`src/rtl/mig_pkg.sv`:
```
package mig_pkg;

    typedef enum logic [1:0] {
        REQ_RD  = 2'd0,
        REQ_RDX = 2'd1,
        REQ_UPG = 2'd2,
        REQ_RSV = 2'd3
    } req_kind_e;

    typedef enum logic [1:0] {
        LS_TRACK  = 2'd0,
        LS_MIGR   = 2'd1,
        LS_PINNED = 2'd2
    } line_state_e;

endpackage

```
`src/rtl/mig_line_cell.sv`:
```
module mig_line_cell
    import mig_pkg::*;
#(
    parameter int NUM_PROCS = 4,
    parameter int DET_TH    = 2,
    parameter int REV_TH    = 2,
    parameter int PROC_W    = $clog2(NUM_PROCS)
) (
    input  logic              clk,
    input  logic              rst_n,
    input  logic              hit_req,
    input  logic [1:0]        req_kind,
    input  logic [PROC_W-1:0] req_proc,
    input  logic              hit_rev,
    output logic              convert
);

    localparam int DW = $clog2(DET_TH + 1);
    localparam int RW = $clog2(REV_TH + 1);
    localparam logic [NUM_PROCS-1:0] ONE = NUM_PROCS'(1);
    localparam logic [DW-1:0] DET_LAST = DW'(DET_TH - 1);
    localparam logic [DW-1:0] DET_FULL = DW'(DET_TH);
    localparam logic [RW-1:0] REV_LAST = RW'(REV_TH - 1);
    localparam logic [RW-1:0] REV_FULL = RW'(REV_TH);

    line_state_e            st_q, st_d;
    logic [DW-1:0]          det_q, det_d;
    logic [RW-1:0]          rev_q, rev_d;
    logic [NUM_PROCS-1:0]   shr_q, shr_d;
    logic [PROC_W-1:0]      own_q, own_d;
    logic                   own_vld_q, own_vld_d;
    logic                   is_read, is_excl, sole, mig_evt;

    // request classification
    always_comb begin
        is_read = (req_kind == REQ_RD);
        is_excl = (req_kind == REQ_RDX) || (req_kind == REQ_UPG);
        sole    = (shr_q == (ONE << req_proc));
        mig_evt = hit_req && is_excl && sole && own_vld_q && (own_q != req_proc);
        convert = hit_req && is_read && (st_q == LS_MIGR) && !hit_rev;
    end

    // per-line state machine: next state and counters
    always_comb begin
        st_d  = st_q;
        det_d = det_q;
        rev_d = rev_q;
        unique case (st_q)
            LS_TRACK: begin
                if (mig_evt) begin
                    if (det_q == DET_LAST) begin
                        det_d = DET_FULL;
                        st_d  = LS_MIGR;
                    end else begin
                        det_d = det_q + 1'b1;
                    end
                end
            end
            LS_MIGR: begin
                if (hit_rev) begin
                    det_d = '0;
                    if (rev_q == REV_LAST) begin
                        rev_d = REV_FULL;
                        st_d  = LS_PINNED;
                    end else begin
                        rev_d = rev_q + 1'b1;
                        st_d  = LS_TRACK;
                    end
                end
            end
            LS_PINNED: begin
                st_d = LS_PINNED;
            end
            default: begin
                st_d = LS_TRACK;
            end
        endcase
    end

    // reader set and owner bookkeeping
    always_comb begin
        shr_d     = shr_q;
        own_d     = own_q;
        own_vld_d = own_vld_q;
        if (hit_req) begin
            if (is_read && !convert) begin
                shr_d = shr_q | (ONE << req_proc);
            end else if (is_excl || convert) begin
                shr_d     = '0;
                own_d     = req_proc;
                own_vld_d = 1'b1;
            end
        end
    end

    always_ff @(posedge clk) begin
        if (!rst_n) begin
            st_q      <= LS_TRACK;
            det_q     <= '0;
            rev_q     <= '0;
            shr_q     <= '0;
            own_q     <= '0;
            own_vld_q <= 1'b0;
        end else begin
            st_q      <= st_d;
            det_q     <= det_d;
            rev_q     <= rev_d;
            shr_q     <= shr_d;
            own_q     <= own_d;
            own_vld_q <= own_vld_d;
        end
    end

    AST_PINNED_STICKY: assert property (@(posedge clk) disable iff (!rst_n)
        st_q == LS_PINNED |=> st_q == LS_PINNED);

    AST_REVERT_LEAVES_MIGR: assert property (@(posedge clk) disable iff (!rst_n)
        (st_q == LS_MIGR) && hit_rev |=> (st_q != LS_MIGR) && (det_q == '0));

    AST_TRACK_REVERT_NO_EFFECT: assert property (@(posedge clk) disable iff (!rst_n)
        (st_q == LS_TRACK) && hit_rev && !mig_evt |=> (st_q == LS_TRACK) && $stable(det_q) && $stable(rev_q));

    AST_DET_BOUND: assert property (@(posedge clk) disable iff (!rst_n)
        det_q <= DET_FULL);

    AST_REV_BOUND: assert property (@(posedge clk) disable iff (!rst_n)
        rev_q <= REV_FULL);

endmodule

```
`src/rtl/mig_detector.sv`:
```
module mig_detector
    import mig_pkg::*;
#(
    parameter int NUM_LINES = 16,
    parameter int NUM_PROCS = 4,
    parameter int DET_TH    = 2,
    parameter int REV_TH    = 2
) (
    input  logic                          clk,
    input  logic                          rst_n,
    input  logic                          req_valid,
    input  logic [1:0]                    req_kind,
    input  logic [$clog2(NUM_PROCS)-1:0]  req_proc,
    input  logic [$clog2(NUM_LINES)-1:0]  req_line,
    input  logic                          rev_valid,
    input  logic [$clog2(NUM_LINES)-1:0]  rev_line,
    output logic                          grant_valid,
    output logic [1:0]                    grant_kind,
    output logic                          grant_migr
);

    localparam int LINE_W = $clog2(NUM_LINES);
    localparam int PROC_W = $clog2(NUM_PROCS);

    logic [NUM_LINES-1:0] conv_vec;
    logic                 any_conv;
    logic                 nxt_valid, nxt_migr;
    logic [1:0]           nxt_kind;

    for (genvar g = 0; g < NUM_LINES; g++) begin : g_line
        mig_line_cell #(
            .NUM_PROCS (NUM_PROCS),
            .DET_TH    (DET_TH),
            .REV_TH    (REV_TH),
            .PROC_W    (PROC_W)
        ) i_cell (
            .clk      (clk),
            .rst_n    (rst_n),
            .hit_req  (req_valid && (req_line == LINE_W'(g))),
            .req_kind (req_kind),
            .req_proc (req_proc),
            .hit_rev  (rev_valid && (rev_line == LINE_W'(g))),
            .convert  (conv_vec[g])
        );
    end

    // output decision
    always_comb begin
        any_conv  = |conv_vec;
        nxt_valid = req_valid;
        nxt_migr  = any_conv;
        nxt_kind  = '0;
        if (req_valid) begin
            nxt_kind = any_conv ? REQ_RDX : req_kind;
        end
    end

    always_ff @(posedge clk) begin
        if (!rst_n) begin
            grant_valid <= 1'b0;
            grant_kind  <= '0;
            grant_migr  <= 1'b0;
        end else begin
            grant_valid <= nxt_valid;
            grant_kind  <= nxt_kind;
            grant_migr  <= nxt_migr;
        end
    end

    AST_MIGR_IS_RDX: assert property (@(posedge clk) disable iff (!rst_n)
        grant_migr |-> grant_valid && (grant_kind == REQ_RDX));

    AST_ONE_CYCLE: assert property (@(posedge clk) disable iff (!rst_n)
        req_valid |=> grant_valid);

    AST_IDLE_QUIET: assert property (@(posedge clk) disable iff (!rst_n)
        !req_valid |=> !grant_valid && !grant_migr);

    AST_NONREAD_PASS: assert property (@(posedge clk) disable iff (!rst_n)
        req_valid && (req_kind != REQ_RD) |=> (grant_kind == $past(req_kind)) && !grant_migr);

    AST_SINGLE_LINE: assert property (@(posedge clk) disable iff (!rst_n)
        $onehot0(conv_vec));

endmodule

```
`config.mk`:
```
export PLATFORM = sky130hd
export DESIGN_NAME = mig_detector
export DESIGN_NICKNAME = d
export VERILOG_FILES = /design/src/rtl/mig_pkg.sv /design/src/rtl/mig_line_cell.sv /design/src/rtl/mig_detector.sv
export SDC_FILE = /design/constraint.sdc
export NUM_CORES = 1
export LEC_CHECK = 0
export ABC_CLOCK_PERIOD_IN_PS = 6750
export BUFFER_PORTS_ARGS = -buffer_cell sky130_fd_sc_hd__buf_2
export CAP_MARGIN = 0
export CELL_PAD_IN_SITES_DETAIL_PLACEMENT = 1
export CELL_PAD_IN_SITES_GLOBAL_PLACEMENT = 1
export CORE_ASPECT_RATIO = 1.5
export CORE_MARGIN = 5
export CORE_UTILIZATION = 53
export CTS_CLUSTER_DIAMETER = 150
export DETAILED_ROUTE_END_ITERATION = 6
export PLACE_DENSITY = 0.85
export SETUP_SLACK_MARGIN = 0.3
export SYNTH_ARGS = -nofsm -noshare
export SYNTH_HDL_FRONTEND = slang
export SYNTH_SLANG_ARGS = --single-unit
```
`constraint.sdc`:
```
create_clock -name clk -period 6.75 [get_ports clk]
set_clock_uncertainty 0.05 [all_clocks]
set_input_delay 1.35 -clock clk [delete_from_list [all_inputs] [get_ports clk]]
set_output_delay 1.35 -clock clk [all_outputs]
set_load 0.02 [all_outputs]
```
==> results.md, run 1 <==
* Status: complete, no violations
* Ant diodes at 0
* FF+latch count, synth at 212
* Total CTS buffers at 23
* Synth Area per Inst at 8.703 um^2
* Util after Layout at 58.17%
* Crit path kind: in2reg
* DR WL/cell at 20.08 um
* Worst Setup End Kind: flop
* Vias/cell at 5.973
* Max H-tree Level at 1
* Arrival @ worst endpoint at 4.67 ns
* Ports at 20
* Gpl congestion at 0.8482
* TritonRoute pass-1 iters at 4
* First-pass GRT wire length at 52.43 mm
* Port Buf Inserts at 19
* Post-synth top area share at 37.00%
* Insertion delay to the later sink of the worst-skew pair at 0.51 ns
* Highest Clock Rate at 0.2335 GHz
* # setup viols final at 0
* Flop pwr share at 45.6%
* CTS tree: yes
* Clk network pwr share at 48.1%
* CP Max Fanout at 17
* Cell mode on critical path: or4_1
* WL final at 32.17 mm
* Commonest cells in the synthesized netlist: dfxtp_1 (212), inv_1 (124), ha_1 (98)
* Via count at 9,568
* Final hold violations at 0
* Layout Nets at 1,428
* Crit start category: input pin
* Non-filler cells, final at 1,602
* Unique masters post-synth at 53
* Fin. max-slew vios at 0
* Cells after Synth at 1,318
* Final ANT Viol Nets at 0
* Storage cell area at 4244 um^2
* Power density cells at 219.6 nW/um^2
* Worst Tran Pin Value at 1.109 ns
* Final Cycle Share at 63.45%
* Worst Hold Class: reg2reg
* Leakage at 4.692 nW
* Initial Util at 53.22%
* Congestion Overflow GR at 0
* Max Buffers Root-to-Sink at 3
* Synth Flop Type: dfxtp_1
* Logic gate share of total power at 6.2%
* Area growth from synthesis to layout at 9.304%
* Post-CTS sizing at 0
* Total GRT Usage at 26.35%
* Post-synth top area cell: dfxtp_1
* Worst path cell trace: buf_2, nand2_1, buf_4, ha_1, or4b_1, or4_1, or4_1, a21o_1, a21boi_1
* Most frequent cell after synthesis: dfxtp_1
* RSZ-0062 raised after global routing: false
* Initial antenna violation count at 0
* Die W at 130.1 um
* Slowest cell on the critical path: or4_1
* WHS Path Cells at 2
* Placed Area at 11,750 um^2
* # DRC at 0
* Post-synth ARST share at 0%
* Synth warn at 0
* Worst EP required at 7.14 ns
* Vias in the first global route at 10,330
* Core area at 21,550 um^2
* Layout cells sized above 1 at 5.865%
* Worst r2r path cells at 7
* VDD IR max at 0.1977 mV
* Clock sink count at 212
* Largest net degree at the start of global routing at 112
* Post-CTS Setup Bufs at 0
* Filler instances at 2,527
* DRT iter0 DRCs at 377
* Sequential cell area fraction in the yosys report at 37.00%
* Post-CTS Hold Buffers at 0
* Rel. slew slack at 24.15%
* Tmin final at 4.283 ns
* Placed Cells at 1,561
* Post-route design area at 12,540 um^2
* Max cap viols at 0
* Post-synth net total at 1,432
* Sw frac at 24.05%
* Post-synth EDFFs at 0
* Clk slew on worst S/H paths at 0.06 ns
* Row cnt at 66
* Root buf cell: clkbuf_16
* Total Power at 2.753 mW
* Setup TNS at 0 ns
* Syn Std Cell Area at 11,470 um^2
* Total Die Area at 24,750 um^2
* Critical Path Max Stage Delay at 0.63 ns
* Top cells by area, synth: dfxtp_1 (37%), ha_1 (11%), and2_1 (4.7%)
* DIE HEIGHT at 190.2 um
* Psw at 662.1 uW
* Int Power at 2.091 mW
* Multi-input logic area at 6539 um^2
* HPWL after DPL at 21.83 mm
==> cell type report <==
cell class | count | share of cell area, %
clock buffers | 29 | 5.089
clock inverters | 12 | 1.168
inverters | 124 | 3.712
multi-input cells | 925 | 52.15
flip-flops and latches | 212 | 33.85
well taps | 272 | 2.714
repair buffers | 28 | 1.317
==> cells in the final DEF (no fill, tap or decap), types with 6 or more instances in the layout <==
cell and count:
buf_2 18, nor2_1 41, xor2_1 20, nand2_1 93, nor4bb_1 7, nor2b_1 74
nor3_1 20, o2111ai_1 19, nand3_1 37, or3_1 14, o2bb2ai_1 20, buf_4 10
a22oi_1 6, nor3b_1 11, inv_1 124, xnor2_1 12, nand3b_1 7, and2_1 86
mux2i_1 45, a21oi_1 19, nor4_1 20, o21ai_0 69, o211a_1 10, or4_1 12
o21a_1 32, o211ai_1 10, nand2b_1 18, and3_1 15, dfxtp_1 212, o22ai_1 11
ha_1 98, a21boi_0 43, clkbuf_16 23, nand4_1 12
==> critical path: cells and delay by family <==
kind,cells,cell delay (ns)
and+or+nand+nor,4,1.99
buffers and inverters,2,0.74
AOI/OAI and AO/OA,2,0.29
adders and majority gates,1,0.28
==> metal layers <==
layer,part of all wire [%],vias to the layer above,GRT usage (%)
met4,5.7,0,13.16
met2,50,223,46.42
met3,4.4,121,4.326
met1,40,4650,30.27
met5,0,-,0
li1,-,4574,-
==> cells by family after synthesis <==
group | Yosys count | synth area share [%]
simple gates | 493 | 24.45
flops | 212 | 37.00
compound gates | 257 | 15.49
buf+inv | 181 | 5.999
xor+xnor | 32 | 2.443
mux | 45 | 3.927
fa+ha+maj | 98 | 10.69
==> path summary, 6_finish.rpt <==
check	from	slack, ns	endpoint
max	req_proc[1]	2.47	g_line[9].i_cell.det_q[1]
max reg2reg	g_line[11].i_cell.shr_q[3]	4.10	g_line[11].i_cell.det_q[0]
min reg2reg	g_line[2].i_cell.own_vld_q	0.41	g_line[2].i_cell.own_vld_q
min	g_line[2].i_cell.own_vld_q	0.41	g_line[2].i_cell.own_vld_q
==> power by group through the flow <==
| stage | combinational (mW) | clock, mW | sequential (mW) |
|---|---|---|---|
| 2_1_floorplan | 0.105 | 0 | 1.29 |
| 4_1_cts | 0.171 | 1.35 | 1.26 |
| 5_1_grt | 0.186 | 1.40 | 1.26 |
| 3_5_place_dp | 0.168 | 0 | 1.28 |
| 6_report | 0.172 | 1.32 | 1.26 |
| 3_3_place_gp | 0.163 | 0 | 1.28 |
==> through the flow <==
| step | hold slack [ns] | setup WS (ns) |
|---|---|---|
| after floorplan | 0.3799 | 2.032 |
| after global placement | 0.3934 | 2.040 |
| after detailed placement | 0.3982 | 1.945 |
| after CTS | 0.4100 | 2.473 |
| after global routing | 0.4262 | 2.291 |
| final | 0.4088 | 2.467 |
==> state kept, by name, summed over array words and instances, names as in the netlist <==
name / cells
g_line.i_cell.own_q: 32
g_line.i_cell.rev_q: 32
grant_valid: 1
grant_kind: 2
g_line.i_cell.det_q: 32
g_line.i_cell.st_q: 32
grant_migr: 1
g_line.i_cell.shr_q: 64
g_line.i_cell.own_vld_q: 16
Power figures use the tool's default switching activity.
==> run 2, diff against run 1 <==
- ABC_AREA: default -> 1
- ABC_CLOCK_PERIOD_IN_PS: 6750 -> 3800
- CORE_UTILIZATION: 53 -> 42
- PLACE_DENSITY: 0.85 -> 0.75
- clock period: 6.75 -> 3.8 ns (I/O delays scaled with it)
==> run 2 against run 1 <==
Hold slack better by 0.0022 ns. Routed wire length rose by 3.0%. Synthesized cell count is 24% higher. Non-clock buffer count is 11 higher. Global-route usage decreased by 4.4 points. First-iteration DRC count grew 12%. Flip-flop and latch count unchanged. Sequential power grew 78%. Design area up 2.4%. Total power increased by 84%. Die area is 24% higher. Largest power group unchanged. Highest routed layer unchanged.
==> results.md, run 2 <==
* Psw at 1.217 mW
* Total Die Area at 30,760 um^2
* Post-synth EDFFs at 0
* Layout cells sized above 1 at 7.049%
* Root buf cell: clkbuf_16
* Synth Area per Inst at 7.027 um^2
* Slowest cell on the critical path: nor2_1
* Clk slew on worst S/H paths at 0.06 ns
* Post-CTS Hold Buffers at 0
* Worst path cell trace: buf_2, buf_4, nand2_1, buf_4, ha_1, nor2_1, nand4_1, nor2_1, nand3_1, nand2_1, o21ai_0, a21oi_1
* Flop pwr share at 44.4%
* Congestion Overflow GR at 0
* Non-filler cells, final at 2,016
* Synth warn at 0
* Worst Hold Class: reg2reg
* Power density cells at 394.1 nW/um^2
* # DRC at 0
* Ports at 20
* VDD IR max at 0.3889 mV
* Largest net degree at the start of global routing at 69
* Area growth from synthesis to layout at 12.04%
* Commonest non-fill, non-tap cell in the layout: nand2_1
* Post-synth top area share at 37.03%
* Insertion delay to the later sink of the worst-skew pair at 0.53 ns
* Port Buf Inserts at 19
* Critical Path Max Stage Delay at 0.32 ns
* Most frequent cell after synthesis: nand2_1
* Worst Tran Pin Value at 0.9750 ns
* Sw frac at 24.04%
* FF+latch count, synth at 212
* DR WL/cell at 16.43 um
* Worst Setup End Kind: flop
* Logic gate share of total power at 6.8%
* Filler instances at 3,539
* Core area at 27,130 um^2
* Clock sink count at 212
* DIE HEIGHT at 212.3 um
* RSZ-0062 raised after global routing: false
* CTS tree: yes
* Syn Std Cell Area at 11,460 um^2
* Vias/cell at 5.249
* Arrival @ worst endpoint at 3.07 ns
* HPWL after DPL at 24.33 mm
* Unique masters post-synth at 38
* Row cnt at 74
* Top cells by area, synth: dfxtp_1 (37%), ha_1 (11%), nand2_1 (9.5%)
* Post-synth ARST share at 0%
* Clk network pwr share at 48.8%
* Worst EP required at 4.21 ns
* Highest Clock Rate at 0.3756 GHz
* TritonRoute pass-1 iters at 4
* CP Max Fanout at 11
* # setup viols final at 0
* Gpl congestion at 0.8399
* Max H-tree Level at 1
* Setup TNS at 0 ns
* Leakage at 5.478 nW
* Total GRT Usage at 21.94%
* Crit start category: input pin
* WL final at 33.12 mm
* Initial antenna violation count at 0
* Sequential cell area fraction in the yosys report at 37.03%
* Rel. slew slack at 35.00%
* Synth Flop Type: dfxtp_1
* Tmin final at 2.662 ns
* Placed Cells at 1,974
* Post-CTS sizing at 0
* Largest reg by FF count: g_line.i_cell.shr_q
* Commonest cells in the synthesized netlist: nand2_1 (290), inv_1 (269), dfxtp_1 (212)
* DRT iter0 DRCs at 421
* Cells after Synth at 1,631
* Final ANT Viol Nets at 0
* Via count at 10,580
* Die W at 144.9 um
* Fin. max-slew vios at 0
* Leading cell types in the layout, fill and taps excluded: nand2_1 (290), inv_1 (268), dfxtp_1 (212)
* Largest register FFs at 64
* Final hold violations at 0
* Layout Nets at 1,772
* Post-CTS Setup Bufs at 0
* Status: complete, no violations
* First-pass GRT wire length at 54.65 mm
* Max cap viols at 0
* Crit path kind: in2reg
* Ant diodes at 0
* Max Buffers Root-to-Sink at 3
* Total CTS buffers at 24
* Final Cycle Share at 70.06%
* Post-synth net total at 1,745
* Int Power at 3.844 mW
* Post-synth top area cell: dfxtp_1
* Vias in the first global route at 11,090
* Initial Util at 42.25%
## run 2: changes by cell type after synthesis, sizes merged, moves of 18 or more
cell,before,now
nand2b,18,0
nor2b,74,0
a21oi,19,173
nor2,41,202
o21a,32,0
a21boi,44,1
mux2i,45,0
o2bb2ai,20,0
nand2,93,293
inv,124,273
o21ai,69,142
clkbuf,50,26
nand3,37,66
and2,86,0
## run 2: critical path: cells and delay by family
kind | cells | cell delay [ns]
fa+ha+maj | 1 | 0.29
buf+inv | 3 | 0.79
compound gates | 2 | 0.23
simple gates | 6 | 0.99
## run 2: metal layers
layer	global-route usage, %	routed length [um]	vias to the layer above
li1	-	-	5336
met1	25.38	13930	5094
met2	41.48	17250	107
met3	2.588	1069	44
met4	6.469	874	0
met5	0	0	-
## run 2: final cells by class
class | instances | area, um^2 | area share, %
Multi-Input combinational cell | 1108 | 6033 | 46.98
Timing Repair Buffer | 39 | 272.8 | 2.124
Clock buffer | 37 | 760.7 | 5.924
Inverter | 273 | 1025 | 7.980
Sequential cell | 212 | 4244 | 33.05
Tap cell | 342 | 427.9 | 3.332
Clock inverter | 5 | 77.57 | 0.6041
## run 2: power groups by stage
stage,sequential (mW),combinational (mW),clock (mW)
2_1_floorplan,2.29,0.211,0
3_3_place_gp,2.29,0.337,0
3_5_place_dp,2.29,0.346,0
4_1_cts,2.24,0.348,2.52
5_1_grt,2.24,0.385,2.62
6_report,2.24,0.344,2.47
## run 2: path summary, 6_finish.rpt
check,end,startpoint,depth (start not counted),slack (ns)
setup / recovery,g_line[8].i_cell.det_q[0],req_proc[1],12,1.14
hold / removal,g_line[7].i_cell.det_q[1],g_line[7].i_cell.det_q[1],2,0.41
setup reg to reg,g_line[8].i_cell.det_q[0],g_line[8].i_cell.shr_q[3],9,1.91
hold reg to reg,g_line[7].i_cell.det_q[1],g_line[7].i_cell.det_q[1],2,0.41
## run 2: logic make-up (layout without fill, tap and decap cells)
family	after synthesis	after routing	share of synthesized area, %
flip-flops	212	212	37.03
AND/OR/NAND/NOR	640	640	23.84
AO/OA/AOI/OAI	348	348	16.42
buffers and inverters	311	354	10.33
XOR/XNOR	22	22	1.681
adder cells (fa/ha/maj)	98	98	10.70
## run 2: stage by stage
step	worst slack (ns)	power (mW)	util, %	hold slack, ns	cell area [um^2]
final	1.138	5.061	47.33	0.4109	12840
after detailed placement	0.6943	2.640	44.24	0.4074	12000
after CTS	1.225	5.114	47.33	0.4161	12840
after floorplan	0.5481	2.505	-	0.3831	11460
after global routing	0.9960	5.251	47.33	0.4324	12840
after global placement	0.7310	2.630	44.24	0.3952	12000
==> run 3, diff against run 2 <==
- ABC_CLOCK_PERIOD_IN_PS: 3800 -> 2500
- CORE_UTILIZATION: 42 -> 47
- PLACE_DENSITY: 0.75 -> 0.8
- clock period: 3.8 -> 2.5 ns (I/O delays scaled with it)
==> run 3 against run 2 <==
Sequential power is 52% higher. Die area down 10%. Largest cell class unchanged. Routed wire length grew 3.6%.
==> results.md, run 3 (synthesis results as in run 2) <==
* Gpl congestion at 0.8350
* R2R Path Start: g_line[4].i_cell.shr_q[3]
* Worst Tran Pin Value at 0.5245 ns
* Leading cell types in the layout, fill and taps excluded: nand2_1 (286), inv_1 (266), dfxtp_1 (212)
* Status: complete, no violations
* Sw frac at 23.98%
* Final Cycle Share at 78.46%
* TritonRoute pass-1 iters at 5
* Largest net degree at the start of global routing at 119
* Die W at 137.5 um
* Critical path startpoint: req_proc[0]
* Worst path cell trace: buf_2, inv_4, nand2_8, ha_1, nor2_1, nand2_1, nor3_1, nand3_1, nand2_1, nand3_1, nand2_1, a21oi_1
* Psw at 1.820 mW
* CTS tree: yes
* Tmin final at 1.961 ns
* Layout Nets at 1,789
* Placed Cells at 1,974
* WHS Path Cells at 3
* Root buf cell: clkbuf_16
* Fin Hold WS at 0.2022 ns
* Clk slew on worst S/H paths at 0.06 ns
* Total CTS buffers at 23
* Storage cell area at 4244 um^2
* DRT iter0 DRCs at 426
* Worst r2r path cells at 10
* Logic gate share of total power at 7.4%
* Hold Crit Start: req_kind[1]
* Cell mode on critical path: nand2_1
* Max Buffers Root-to-Sink at 3
* Largest reg by FF count: g_line.i_cell.shr_q
* Total GRT Usage at 25.32%
* Ports at 20
* Via count at 10,740
* Post-CTS Setup Bufs at 0
* Crit path kind: in2reg
* Layout cells sized above 1 at 8.343%
* Filler instances at 3,172
* # DRC at 0
* Commonest non-fill, non-tap cell in the layout: nand2_1
* Worst Hold Class: in2reg
* Leakage at 5.558 nW
* CP Max Fanout at 16
* # setup viols final at 0
* Int Power at 5.768 mW
* Clk network pwr share at 47.6%
* VDD IR max at 0.4272 mV
* Final ANT Viol Nets at 0
* Reg2Reg Capture Point: g_line[4].i_cell.det_q[0]
* Slowest cell on the critical path: ha_1
* Post-CTS Hold Buffers at 0
* Power density cells at 581.6 nW/um^2
* Clock sink count at 212
* Total Die Area at 27,670 um^2
* Util after Layout at 53.78%
* Initial antenna violation count at 2
* Final hold violations at 0
* First-pass GRT wire length at 56.70 mm
* Rel. slew slack at 65.04%
* Insertion delay to the later sink of the worst-skew pair at 0.52 ns
* WL final at 34.33 mm
* Port Buf Inserts at 19
* Core area at 24,260 um^2
* Flop pwr share at 45.0%
* Congestion Overflow GR at 0
* Setup TNS at 0 ns
* Max H-tree Level at 1
* R2R setup slack at 0.62 ns
* Fin. max-slew vios at 0
* DR WL/cell at 17.04 um
* Vias in the first global route at 11,610
* Post-CTS sizing at 0
* RSZ-0062 raised after global routing: false
* Row cnt at 70
* Highest Clock Rate at 0.5098 GHz
* Area growth from synthesis to layout at 13.83%
* Worst Setup End Kind: flop
* HPWL after DPL at 25.41 mm
* Multi-input logic area at 6141 um^2
* DIE HEIGHT at 201.3 um
* Vias/cell at 5.331
* Total Power at 7.588 mW
* Crit start category: input pin
* Worst EP required at 2.85 ns
* Non-filler cells, final at 2,015
* Max cap viols at 0
* Endpoint, Worst Hold: grant_kind[1]
* Critical Path Max Stage Delay at 0.31 ns
* Largest register FFs at 64
* Arrival @ worst endpoint at 2.31 ns
* Initial Util at 47.24%
==> run 3: changes by cell type in the layout (fill, tap and decap cells not counted), sizes merged <==
cell / previous run / this run
bufinv: 2 / 4
buf: 39 / 57
diode: 0 / 1
clkinv: 2 / 3
clkinvlp: 1 / 0
clkbuf: 37 / 33
==> run 3: power groups by stage <==
stage,clock network [mW],logic (mW),registers [mW]
final,3.61,0.564,3.41
after global routing,3.83,0.625,3.41
after CTS,3.68,0.565,3.41
after detailed placement,0,0.557,3.49
after global placement,0,0.539,3.49
after floorplan,0,0.348,3.49
==> run 3: per-layer routing <==
layer / wire length, um / GRT usage (%) / vias to the layer above
met5: 20 / 0 / -
met4: 1221 / 9.344 / 2
met3: 1193 / 3.527 / 79
met2: 17600 / 46.35 / 145
met1: 14290 / 29.25 / 5146
li1: - / - / 5370
==> run 3: cell type report <==
type,count,share of cell area (%)
Multi-Input combinational cell,1108,47.07
Sequential cell,212,32.53
Inverter,273,7.893
Clock buffer,33,4.929
Timing Repair Buffer,57,3.414
Tap cell,324,3.107
Clock inverter,7,1.036
Antenna cell,1,0.01918
==> run 3: worst max-delay path, delay by kind of cell <==
| family | cells | cell delay (ns) |
|---|---|---|
| compound gates | 1 | 0.05 |
| buf+inv | 2 | 0.28 |
| simple gates | 8 | 1.15 |
| fa+ha+maj | 1 | 0.31 |
==> run 3: worst max path at each step <==
stage / slack (ns) / depth (start not counted) / to
finish: 0.54 / 12 / g_line[4].i_cell.det_q[0]
global route: 0.31 / 12 / g_line[4].i_cell.det_q[1]
CTS: 0.53 / 12 / g_line[4].i_cell.det_q[0]
detailed placement: 0.08 / 11 / g_line[9].i_cell.det_q[0]
global placement: 0.15 / 12 / g_line[4].i_cell.det_q[1]
floorplan: 0.27 / 13 / g_line[7].i_cell.det_q[0]
==> run 3: per-stage QoR <==
stage / setup slack (ns) / instance area, um^2
after floorplan: 0.2694 / 11630
after global placement: 0.1468 / 12270
after detailed placement: 0.07696 / 12270
after CTS: 0.5345 / 13040
after global routing: 0.3149 / 13040
final: 0.5385 / 13050
